File: src/rtl/tw_pkg.sv
package tw_pkg;

  typedef enum logic [2:0] {
    ST_IDLE,
    ST_SETUP,
    ST_HOLD,
    ST_LOW,
    ST_WAITH,
    ST_HIGH
  } tw_state_e;

  typedef enum logic [1:0] {
    K_BIT,
    K_STOP,
    K_RSTART
  } tw_kind_e;

  // Phase ends on the cycle whose count is div-1; a zero divider ends at once.
  function automatic logic phase_last(input logic [15:0] cnt, input logic [15:0] div);
    if (div == 16'd0) return 1'b1;
    return cnt >= (div - 16'd1);
  endfunction

  // Abort rule: only when not listening, sampled level versus driven level.
  function automatic logic bit_mismatch(input logic drive_low, input logic sampled,
                                        input logic listening);
    return !listening && (sampled != !drive_low);
  endfunction

endpackage

File: src/rtl/tw_sync.sv
module tw_sync #(
  parameter int STAGES = 2,
  parameter int WIDTH  = 2
) (
  input  logic             clk,
  input  logic             rst_n,
  input  logic [WIDTH-1:0] d,
  output logic [WIDTH-1:0] q
);
  logic [WIDTH-1:0] stg [STAGES];

  for (genvar g = 0; g < STAGES; g++) begin : g_stage
    if (g == 0) begin : g_first
      always_ff @(posedge clk or negedge rst_n) begin
        if (!rst_n) stg[g] <= '1;
        else        stg[g] <= d;
      end
    end else begin : g_next
      always_ff @(posedge clk or negedge rst_n) begin
        if (!rst_n) stg[g] <= '1;
        else        stg[g] <= stg[g-1];
      end
    end
  end

  assign q = stg[STAGES-1];
endmodule

File: src/rtl/tw_phase_cnt.sv
module tw_phase_cnt
  import tw_pkg::*;
#(
  parameter int W = 8
) (
  input  logic         clk,
  input  logic         rst_n,
  input  logic         clr,
  input  logic [W-1:0] div,
  output logic         last
);
  logic [W-1:0] cnt;

  assign last = phase_last(16'(cnt), 16'(div));

  always_ff @(posedge clk or negedge rst_n) begin
    if (!rst_n)     cnt <= '0;
    else if (clr)   cnt <= '0;
    else if (!last) cnt <= cnt + 1'b1;
  end
endmodule

File: src/rtl/tw_arb_cmp.sv
module tw_arb_cmp
  import tw_pkg::*;
(
  input  logic sample_pt,
  input  logic is_data_bit,
  input  logic drive_low,
  input  logic listening,
  input  logic sda_seen,
  output logic lost
);
  assign lost = sample_pt && is_data_bit && bit_mismatch(drive_low, sda_seen, listening);
endmodule

File: src/rtl/tw_arb_clk.sv
module tw_arb_clk
  import tw_pkg::*;
#(
  parameter int DIV_W       = 8,
  parameter int SYNC_STAGES = 2
) (
  input  logic             clk,
  input  logic             rst_n,
  input  logic             scl_in,
  input  logic             sda_in,
  input  logic [DIV_W-1:0] hi_div,
  input  logic [DIV_W-1:0] lo_div,
  input  logic             start_req,
  input  logic             stop_req,
  input  logic             bit_req,
  input  logic             bit_val,
  input  logic             bit_rx,
  output logic             scl_oe_n,
  output logic             sda_oe_n,
  output logic             busy,
  output logic             step_done,
  output logic             rx_bit,
  output logic             arb_lost,
  output logic             bus_err,
  output logic             fallback,
  output logic             sda_mon
);
  localparam int LINES = 2;

  tw_state_e state, state_nx;
  tw_kind_e  kind, kind_nx;
  logic sda_pull, sda_pull_nx;
  logic listen, listen_nx;
  logic done_nx, lost_nx, err_nx, rxb_nx, fb_nx;

  // synchronized line levels
  logic [LINES-1:0] line_s;
  logic scl_s, sda_s;

  tw_sync #(.STAGES(SYNC_STAGES), .WIDTH(LINES)) u_sync (
    .clk  (clk),
    .rst_n(rst_n),
    .d    ({scl_in, sda_in}),
    .q    (line_s)
  );
  assign scl_s = line_s[1];
  assign sda_s = line_s[0];

  // phase timer
  logic [DIV_W-1:0] div_sel;
  logic ph_clr, ph_last;
  assign div_sel = (state == ST_LOW) ? lo_div : hi_div;
  assign ph_clr  = (state_nx != state);

  tw_phase_cnt #(.W(DIV_W)) u_cnt (
    .clk  (clk),
    .rst_n(rst_n),
    .clr  (ph_clr),
    .div  (div_sel),
    .last (ph_last)
  );

  // named internal events
  logic ev_rise_seen, ev_high_cut, ev_setup_clash, ev_lost, ev_cut_bit, hi_phase;
  assign ev_rise_seen   = (state == ST_WAITH) && scl_s;
  assign ev_high_cut    = (state == ST_HIGH) && !scl_s;
  assign ev_setup_clash = (state == ST_SETUP) && !scl_s;
  assign ev_cut_bit     = ev_high_cut && (kind == K_BIT);
  assign hi_phase       = (state == ST_WAITH) || (state == ST_HIGH);

  tw_arb_cmp u_arb (
    .sample_pt  (ev_rise_seen),
    .is_data_bit(kind == K_BIT),
    .drive_low  (sda_pull),
    .listening  (listen),
    .sda_seen   (sda_s),
    .lost       (ev_lost)
  );

  always_comb begin
    state_nx    = state;
    kind_nx     = kind;
    sda_pull_nx = sda_pull;
    listen_nx   = listen;
    done_nx     = 1'b0;
    lost_nx     = 1'b0;
    err_nx      = 1'b0;
    rxb_nx      = rx_bit;
    fb_nx       = fallback;
    unique case (state)
      ST_IDLE: begin
        if (start_req) begin
          if (!scl_s) begin
            err_nx = 1'b1;
          end else begin
            state_nx    = ST_SETUP;
            sda_pull_nx = 1'b1;
            fb_nx       = 1'b0;
          end
        end
      end
      ST_SETUP: begin
        if (ev_setup_clash) begin
          state_nx    = ST_IDLE;
          sda_pull_nx = 1'b0;
          err_nx      = 1'b1;
        end else if (ph_last) begin
          state_nx = ST_HOLD;
          done_nx  = 1'b1;
        end
      end
      ST_HOLD: begin
        if (start_req) begin
          state_nx    = ST_LOW;
          kind_nx     = K_RSTART;
          sda_pull_nx = 1'b0;
          listen_nx   = 1'b1;
        end else if (stop_req) begin
          state_nx    = ST_LOW;
          kind_nx     = K_STOP;
          sda_pull_nx = 1'b1;
          listen_nx   = 1'b1;
        end else if (bit_req) begin
          state_nx    = ST_LOW;
          kind_nx     = K_BIT;
          sda_pull_nx = !bit_rx && !bit_val;
          listen_nx   = bit_rx;
        end
      end
      ST_LOW: begin
        if (ph_last) state_nx = ST_WAITH;
      end
      ST_WAITH: begin
        if (ev_rise_seen) begin
          if (ev_lost) begin
            state_nx    = ST_IDLE;
            sda_pull_nx = 1'b0;
            lost_nx     = 1'b1;
            fb_nx       = 1'b1;
          end else begin
            if (kind == K_BIT) rxb_nx = sda_s;
            state_nx = ST_HIGH;
          end
        end
      end
      ST_HIGH: begin
        if (ev_high_cut || ph_last) begin
          unique case (kind)
            K_BIT: begin
              state_nx = ST_HOLD;
              done_nx  = 1'b1;
            end
            K_STOP: begin
              state_nx    = ST_IDLE;
              sda_pull_nx = 1'b0;
              done_nx     = 1'b1;
            end
            default: begin
              state_nx    = ST_SETUP;
              sda_pull_nx = 1'b1;
            end
          endcase
        end
      end
      default: state_nx = ST_IDLE;
    endcase
  end

  always_ff @(posedge clk or negedge rst_n) begin
    if (!rst_n) begin
      state     <= ST_IDLE;
      kind      <= K_BIT;
      sda_pull  <= 1'b0;
      listen    <= 1'b1;
      step_done <= 1'b0;
      arb_lost  <= 1'b0;
      bus_err   <= 1'b0;
      rx_bit    <= 1'b1;
      fallback  <= 1'b0;
    end else begin
      state     <= state_nx;
      kind      <= kind_nx;
      sda_pull  <= sda_pull_nx;
      listen    <= listen_nx;
      step_done <= done_nx;
      arb_lost  <= lost_nx;
      bus_err   <= err_nx;
      rx_bit    <= rxb_nx;
      fallback  <= fb_nx;
    end
  end

  assign scl_oe_n = !((state == ST_HOLD) || (state == ST_LOW));
  assign sda_oe_n = !sda_pull;
  assign busy     = (state != ST_IDLE);
  assign sda_mon  = sda_s;
endmodule

File: config.mk
export PLATFORM = sky130hd
export DESIGN_NAME = tw_arb_clk
export DESIGN_NICKNAME = d
export VERILOG_FILES = /design/src/rtl/tw_pkg.sv /design/src/rtl/tw_sync.sv /design/src/rtl/tw_phase_cnt.sv /design/src/rtl/tw_arb_cmp.sv /design/src/rtl/tw_arb_clk.sv
export SDC_FILE = /design/constraint.sdc
export NUM_CORES = 1
export LEC_CHECK = 0
export BUFFER_PORTS_ARGS = -buffer_cell sky130_fd_sc_hd__buf_2
export CAP_MARGIN = 20
export CORE_MARGIN = 4
export CORE_UTILIZATION = 40
export CTS_CLUSTER_SIZE = 20
export DETAILED_ROUTE_END_ITERATION = 8
export PLACE_DENSITY = 0.65
export SLEW_MARGIN = 20
export SYNTH_ARGS = -nofsm -noshare
export SYNTH_HDL_FRONTEND = slang
export SYNTH_SLANG_ARGS = --single-unit
File: constraint.sdc
create_clock -name clk -period 6.2 [get_ports clk]
set_input_delay 1.55 -clock clk [delete_from_list [all_inputs] [get_ports clk]]
set_output_delay 1.55 -clock clk [all_outputs]
set_load 0.005 [all_outputs]
; Word level (Yosys, flattened, before mapping)
; Index checks and enable logic that the tools add are counted.
[word_totals]
reg_bits = 24
out_inout_bits = 9
[classes]
n_addsub = 2
order_cmp = 1
eq_ne = 17
muxes = 53
bitwise = 1
reduce_logical = 27
[ops]
columns = cell, count
row1 = 3-bit two-way mux, 11
row2 = 1-bit two-way mux, 29
row3 = 8-bit two-way mux, 3
row4 = 3-bit case mux with 6 select lines, 1
row5 = 8-bit by 16-bit greater-or-equal comparator with 1-bit output, 1
row6 = 2-bit != test (second input constant), 5
row7 = 9-bit AND reduction, 1
row8 = 8-bit by 1-bit subtractor with 9-bit output (second input constant), 1
row9 = 8-bit by 1-bit adder with 8-bit output (second input constant), 1
row10 = 8-bit logical NOT, 1
row11 = 1-bit case mux with 2 select lines, 4
row12 = 1-bit logical AND, 7
row13 = 3-bit by 2-bit equality test with 1-bit output (second input constant), 2
row14 = 3-bit equality test (second input constant), 2
row15 = 1-bit logical NOT, 6
row16 = 2-bit two-way mux, 3
row17 = 2-bit by 1-bit != test with 1-bit output (second input constant), 3
row18 = 3-bit nonzero test, 2
row19 = 1-bit case mux with 5 select lines, 1
row20 = 5-bit AND reduction, 1
row21 = 5-bit nonzero test, 1
row22 = 4-bit != test (second input constant), 1
row23 = 2-bit case mux with 2 select lines, 1
row24 = 4-bit AND reduction, 1
row25 = other kinds (11), 12

; Depth between registers and ports, before layout
[depth]
depth_word = 10
depth_mapped = 14

; By module
; From an unflattened synthesis, not the netlist that was laid out.
[unflattened]
cells_unflattened = 184
area_unflattened_um2 = 1856.8
[by_module_without_submodules]
columns = mod, instances, cells_per_inst, area_per_inst_um2
row1 = tw_arb_clk, 1, 97, 970.9
row2 = tw_phase_cnt, 1, 78, 743.2
row3 = tw_sync, 1, 6, 120.1
row4 = tw_arb_cmp, 1, 3, 22.5

; Worst setup path before layout
; Ideal clock, no wire load.
[synth_path]
path_kind = input -> register
from = in lo_div[0]
to = reg sda_pull
setup_ns = 0.128
arrival_time_ns = 3.816
required_time_ns = 6.072
path_slack_ns = 2.256
cell_stages = 12
cell_sequence = mux2i_1 ha_1 o21ai_0 a21oi_1 xor2_1 ha_1 and4_1 o21ai_1 o211ai_2 clkbuf_1 o211ai_1 mux2_1
[synth_via]
elab_chain_len = 7
elab_cells_between_ends = 9
[synth_lines]
columns = element, line
row1 = from (decl), tw_arb_clk.sv:12  ; input logic [DIV_W-1:0] lo_div,
row2 = 8-bit two-way mux (*), tw_arb_clk.sv:52  ; assign div_sel = (state == ST_LOW) ? lo_div : hi_div;
row3 = 8-bit by 1-bit subtractor with 9-bit output or 8-bit logical NOT (tied branches), "tw_pkg.sv:21, tw_pkg.sv:20"
row4 = 8-bit by 16-bit greater-or-equal comparator with 1-bit output or 1-bit two-way mux (tied branches), "tw_pkg.sv:21, tw_pkg.sv:20"
row5 = 1-bit two-way mux (*), tw_pkg.sv:21  ; return cnt >= (div - 16'd1);
row6 = 1-bit logical OR (*), tw_arb_clk.sv:147  ; if (ev_high_cut || ph_last) begin
row7 = 2-bit by 1-bit != test with 1-bit output (no source line) (*), --
row8 = 9-bit AND reduction (no source line) (*), --
row9 = to (signal assigned), tw_arb_clk.sv:183  ; sda_pull <= sda_pull_nx;
row10 = to (decl), tw_arb_clk.sv:32  ; logic sda_pull, sda_pull_nx;
; Every way passes the cells marked *; elsewhere a longest branch is shown, timed or not.
; A chain may end at the register's enable or synchronous reset.

; Worst setup path in the final report
[layout_path]
from = reg state[0]
to = reg u_cnt.cnt[7]
[layout_via]
elab_chain_len = 10
elab_cells_between_ends = 33
[layout_lines]
columns = element, line
row1 = from (decl), tw_arb_clk.sv:30  ; tw_state_e state, state_nx;
row2 = from (signal assigned), tw_arb_clk.sv:181  ; state <= state_nx;
row3 = 3-bit by 2-bit equality test with 1-bit output, "tw_arb_clk.sv:52, tw_arb_clk.sv:90"
row4 = 8-bit two-way mux, tw_arb_clk.sv:52
row5 = 8-bit by 1-bit subtractor with 9-bit output or 8-bit logical NOT (tied branches), "tw_pkg.sv:21, tw_pkg.sv:20"
row6 = 8-bit by 16-bit greater-or-equal comparator with 1-bit output or 1-bit two-way mux (tied branches), "tw_pkg.sv:21, tw_pkg.sv:20"
row7 = 1-bit two-way mux, tw_pkg.sv:21
row8 = 3-bit two-way mux or 1-bit logical OR (tied branches), "tw_arb_clk.sv:107, tw_arb_clk.sv:147"
row9 = "3-bit two-way mux, on equally long branches", "tw_arb_clk.sv:103, tw_arb_clk.sv:147"
row10 = 3-bit case mux with 6 select lines, tw_arb_clk.sv:90  ; unique case (state)
row11 = 3-bit != test, tw_arb_clk.sv:53  ; assign ph_clr = (state_nx != state);
row12 = 2-bit != test (no source line) or 8-bit two-way mux (tied branches), --
row13 = to (signal assigned), tw_phase_cnt.sv:19  ; else if (!last) cnt <= cnt + 1'b1;
row14 = to (decl), tw_phase_cnt.sv:12  ; logic [W-1:0] cnt;
; Parallel ways exist; a longest one is shown, timed or not.

==> flow_summary_export.csv <==
group,metric,value,unit
clocking,tritoncts,"yes",
detailed_routing,drt-wirelength-per-cell,15.6,um
timing,final.setup.tns,0,ns
worst_hold_path,hold_path_depth,0,
detailed_routing,drt_iter0_markers,109,
global_route,number_of_antenna_violations_at_the_first_check_in_global_routing,0,
synthesis,yosys_most_used_dff,"dfrtp_1",
power_and_ir_drop,leakagePower,0.925,nW
worst_hold_path,worst_hold_startpoint,"u_sync.stg[3]",
layout,syn_to_final_growth,12.8,%
detailed_routing,drt-total-wl,4.40,mm
clocking,cts_root_buf,"clkbuf_8",
layout,final_layout_size_suffix_gt1_share,21.2,%
layout,postLayoutCoreUtil,47.3,%
setup_path,r2r_slack,1.98,ns
timing,finalMaxSlewViolations,0,
timing,final.min_clock_period,4.22,ns
synthesis,synth-edff-count,0,
die,top_level_ports,34,
clocking,clock_path_buffers,2,
layout,layout.cells.most_common_list,"buf_2, dfrtp_1, a21oi_1",
layout,layout.cells.most_common,"buf_2",
die,floorplan.die.width,76.0,um
power_and_ir_drop,share_seq_of_total_power,35.4,%
place,port_buffers,33,
die,core-area,4410,um2
global_route,grt.overflow.total,0,
power_and_ir_drop,power.total,743,uW
synthesis,syn-mean-instance-area,9.16,um2
global_route,via_count_of_the_first_global_routing_pass,1674,
synthesis,proportion_of_synthesized_chip_area_in_sequential_cells,32.9,%
timing,relSlewSlack,56.5,%
worst_hold_path,timing.hold.worst.class,"reg -> reg",
setup_path,timing.setup.critical_path_class,"reg -> reg",
power_and_ir_drop,power.share.combinational,52.1,%
clocking,cts.clk_slew.worst_paths,0.09,ns
synthesis,yosysWarnings,0,
power_and_ir_drop,power_per_cell_area,356,nW/um2
timing,rsz0062_at_grt,"false",
synthesis,synth_nets,237,
setup_path,worstSetupStartpointType,"register",
place,placed_cell_area,2040,um2
synthesis,synth_area_leader_cell,"dfrtp_1",
die,floorplan.rows,24,
die,initial_standard_cell_utilization_of_the_core,41.9,%
layout,stdcell_area,2090,um2
synthesis,synth-async-reset-ratio,100,%
setup_path,critical_path.reg2reg.startpoint,"state[0]",
setup_path,crit_path_end_kind,"register",
setup_path,cp.required,6.37,ns
timing,timing.final.setup_violations,0,
power_and_ir_drop,netSwitchingFraction,43.3,%
die,floorplan.die_area,5780,um2
setup_path,critical_path.reg2reg.endpoint,"u_cnt.cnt[7]",
clocking,cts.htree.levels,1,
detailed_routing,routed-via-count,1721,
timing,skew,0.0102,ns
timing,fin_hold_ws,0.358,ns
detailed_routing,router_iterations_before_antenna_repair,5,
die,die_height,76.0,um
detailed_routing,via_per_inst,6.08,
outcome,status,"finished clean",
clocking,cts.repair.resized,0,
power_and_ir_drop,netSwitchingPower,322,uW
detailed_routing,antenna_left,0,
synthesis,synth_top_cell_area_share,24.3,%
worst_hold_path,worst_min_delay_path_endpoint,"u_sync.q[1]",
global_route,grt_pass1_wl,7.85,mm
timing,min_period_over_period,68.1,%
setup_path,timing.critical_path.arrival,4.39,ns
timing,finalHoldViolations,0,
power_and_ir_drop,power_report.internal_total,421,uW
power_and_ir_drop,clkPwrFrac,12.6,%
timing,timing.fmax,0.237,GHz
clocking,cts_hold_buf,0,
place,dp_hpwl,3.36,mm
synthesis,synth.ff_latch_count,24,
clocking,cts_inserted_buffers,3,
setup_path,cp_max_fo,20,
power_and_ir_drop,ir_drop,0.144,mV
synthesis,ys_types,56,
layout,finish.net_count,267,
global_route,grt_start_max_net_pins,25,
synthesis,synthTopCellsByArea,"dfrtp_1, dfstp_2, ha_1",
layout,diodes,0,
detailed_routing,drc_errors,0,
flow_run,maximum_capacitance_violations,0,
synthesis,synth_cells,202,
setup_path,worst-r2r-cell-count,12,
global_route,grt_util_all_layers,15.7,%
timing,worst-slew-pin-transition,0.652,ns
clocking,cts.repair_timing.setup_buffer_count,0,
clocking,worst_skew_pair.late_latency,0.26,ns
place,gp_congestion,0.892,
clocking,clock_tree_sinks,24,
synthesis,area_of_the_mapped_netlist,1850,um2
kinds of logic (layout without fill, tap and decap cells):
logic type	count (synthesis)	after routing	share of synthesized area (%)
fa+ha+maj	10	10	6.76
compound gates	60	60	23.7
xor+xnor	7	7	3.31
mux	10	10	5.48
buf+inv	18	47	4.06
flops	24	24	32.9
simple gates	73	73	23.8
synth_stat cells (2+ instances only):
cell,number
o21a_1,2
or3_1,3
nor3_1,12
o22ai_1,2
or4_1,6
nor2_1,9
dfstp_2,6
xnor2_1,3
a21oi_1,13
nand2_1,8
nand3_1,10
inv_1,9
nand4_1,2
and4_1,3
a211oi_1,11
dfrtp_1,18
and3_1,2
o21ai_0,9
nor4_1,5
nor2b_1,3
clkbuf_1,4
buf_2,3
ha_1,10
o31ai_1,6
xor2_1,4
mux2i_1,9
how the worst max path moves through the flow:
stage	slack, ns	cells past startpoint	startpoint	to
after CTS	2.00	12	state[0]	u_cnt.cnt[7]
final	1.98	12	state[0]	u_cnt.cnt[7]
after global placement	1.85	12	lo_div[0]	u_cnt.cnt[4]
after global routing	1.59	12	state[0]	u_cnt.cnt[2]
after detailed placement	1.75	12	lo_div[0]	u_cnt.cnt[7]
after floorplan	2.26	12	lo_div[0]	sda_pull
power by group through the flow:
stage	Sequential [mW]	Clock, mW	Combinational (mW)
floorplan	0.229	0	0.332
global placement	0.266	0	0.386
detailed placement	0.265	0	0.388
CTS	0.262	0.0968	0.390
global route	0.271	0.104	0.437
finish	0.263	0.0933	0.387
state kept, by name, indices dropped and copies added, names as in the netlist:
| name | flops |
|---|---|
| state | 3 |
| u_sync.q | 2 |
| rx_bit | 1 |
| u_cnt.cnt | 8 |
| fallback | 1 |
| kind | 2 |
| arb_lost | 1 |
| bus_err | 1 |
| step_done | 1 |
| u_sync.stg | 2 |
| listen | 1 |
| sda_pull | 1 |
critical path, stage by stage, from the launching register on:
cell and delay [ns]:
dfrtp_1 0.72, and3b_1 0.58, mux2i_1 0.31, ha_1 0.30
o21ai_0 0.17, a21oi_1 0.18, xor2_1 0.17, ha_1 0.25
and4_1 0.19, o21ai_1 0.13, o211ai_2 0.28, or4_1 0.58
a211oi_1 0.27
metal layers:
| layer | track usage, % | up-vias | wire length [um] |
|---|---|---|---|
| met2 | 25.7 | 57 | 1980 |
| met3 | 2.96 | 4 | 294 |
| li1 | - | 849 | - |
| met1 | 21.4 | 811 | 2080 |
| met5 | 0 | - | 0 |
| met4 | 3.20 | 0 | 44 |
per-stage QoR:
stage / instances / setup WS (ns)
2_1_floorplan: 202 / 2.26
3_3_place_gp: 279 / 1.85
3_5_place_dp: 279 / 1.75
4_1_cts: 283 / 2.00
5_1_grt: 283 / 1.59
6_report: 283 / 1.98
layout make-up:
| cell class | count | area [um2] |
|---|---|---|
| multi-input cells | 160 | 1170 |
| fillers | 447 | 2330 |
| repair buffers | 33 | 165 |
| well taps | 52 | 65.1 |
| clock buffers | 4 | 45.0 |
| flip-flops and latches | 24 | 608 |
| inverters | 10 | 37.5 |
Note: power is estimated with default switching activity, not from simulation.
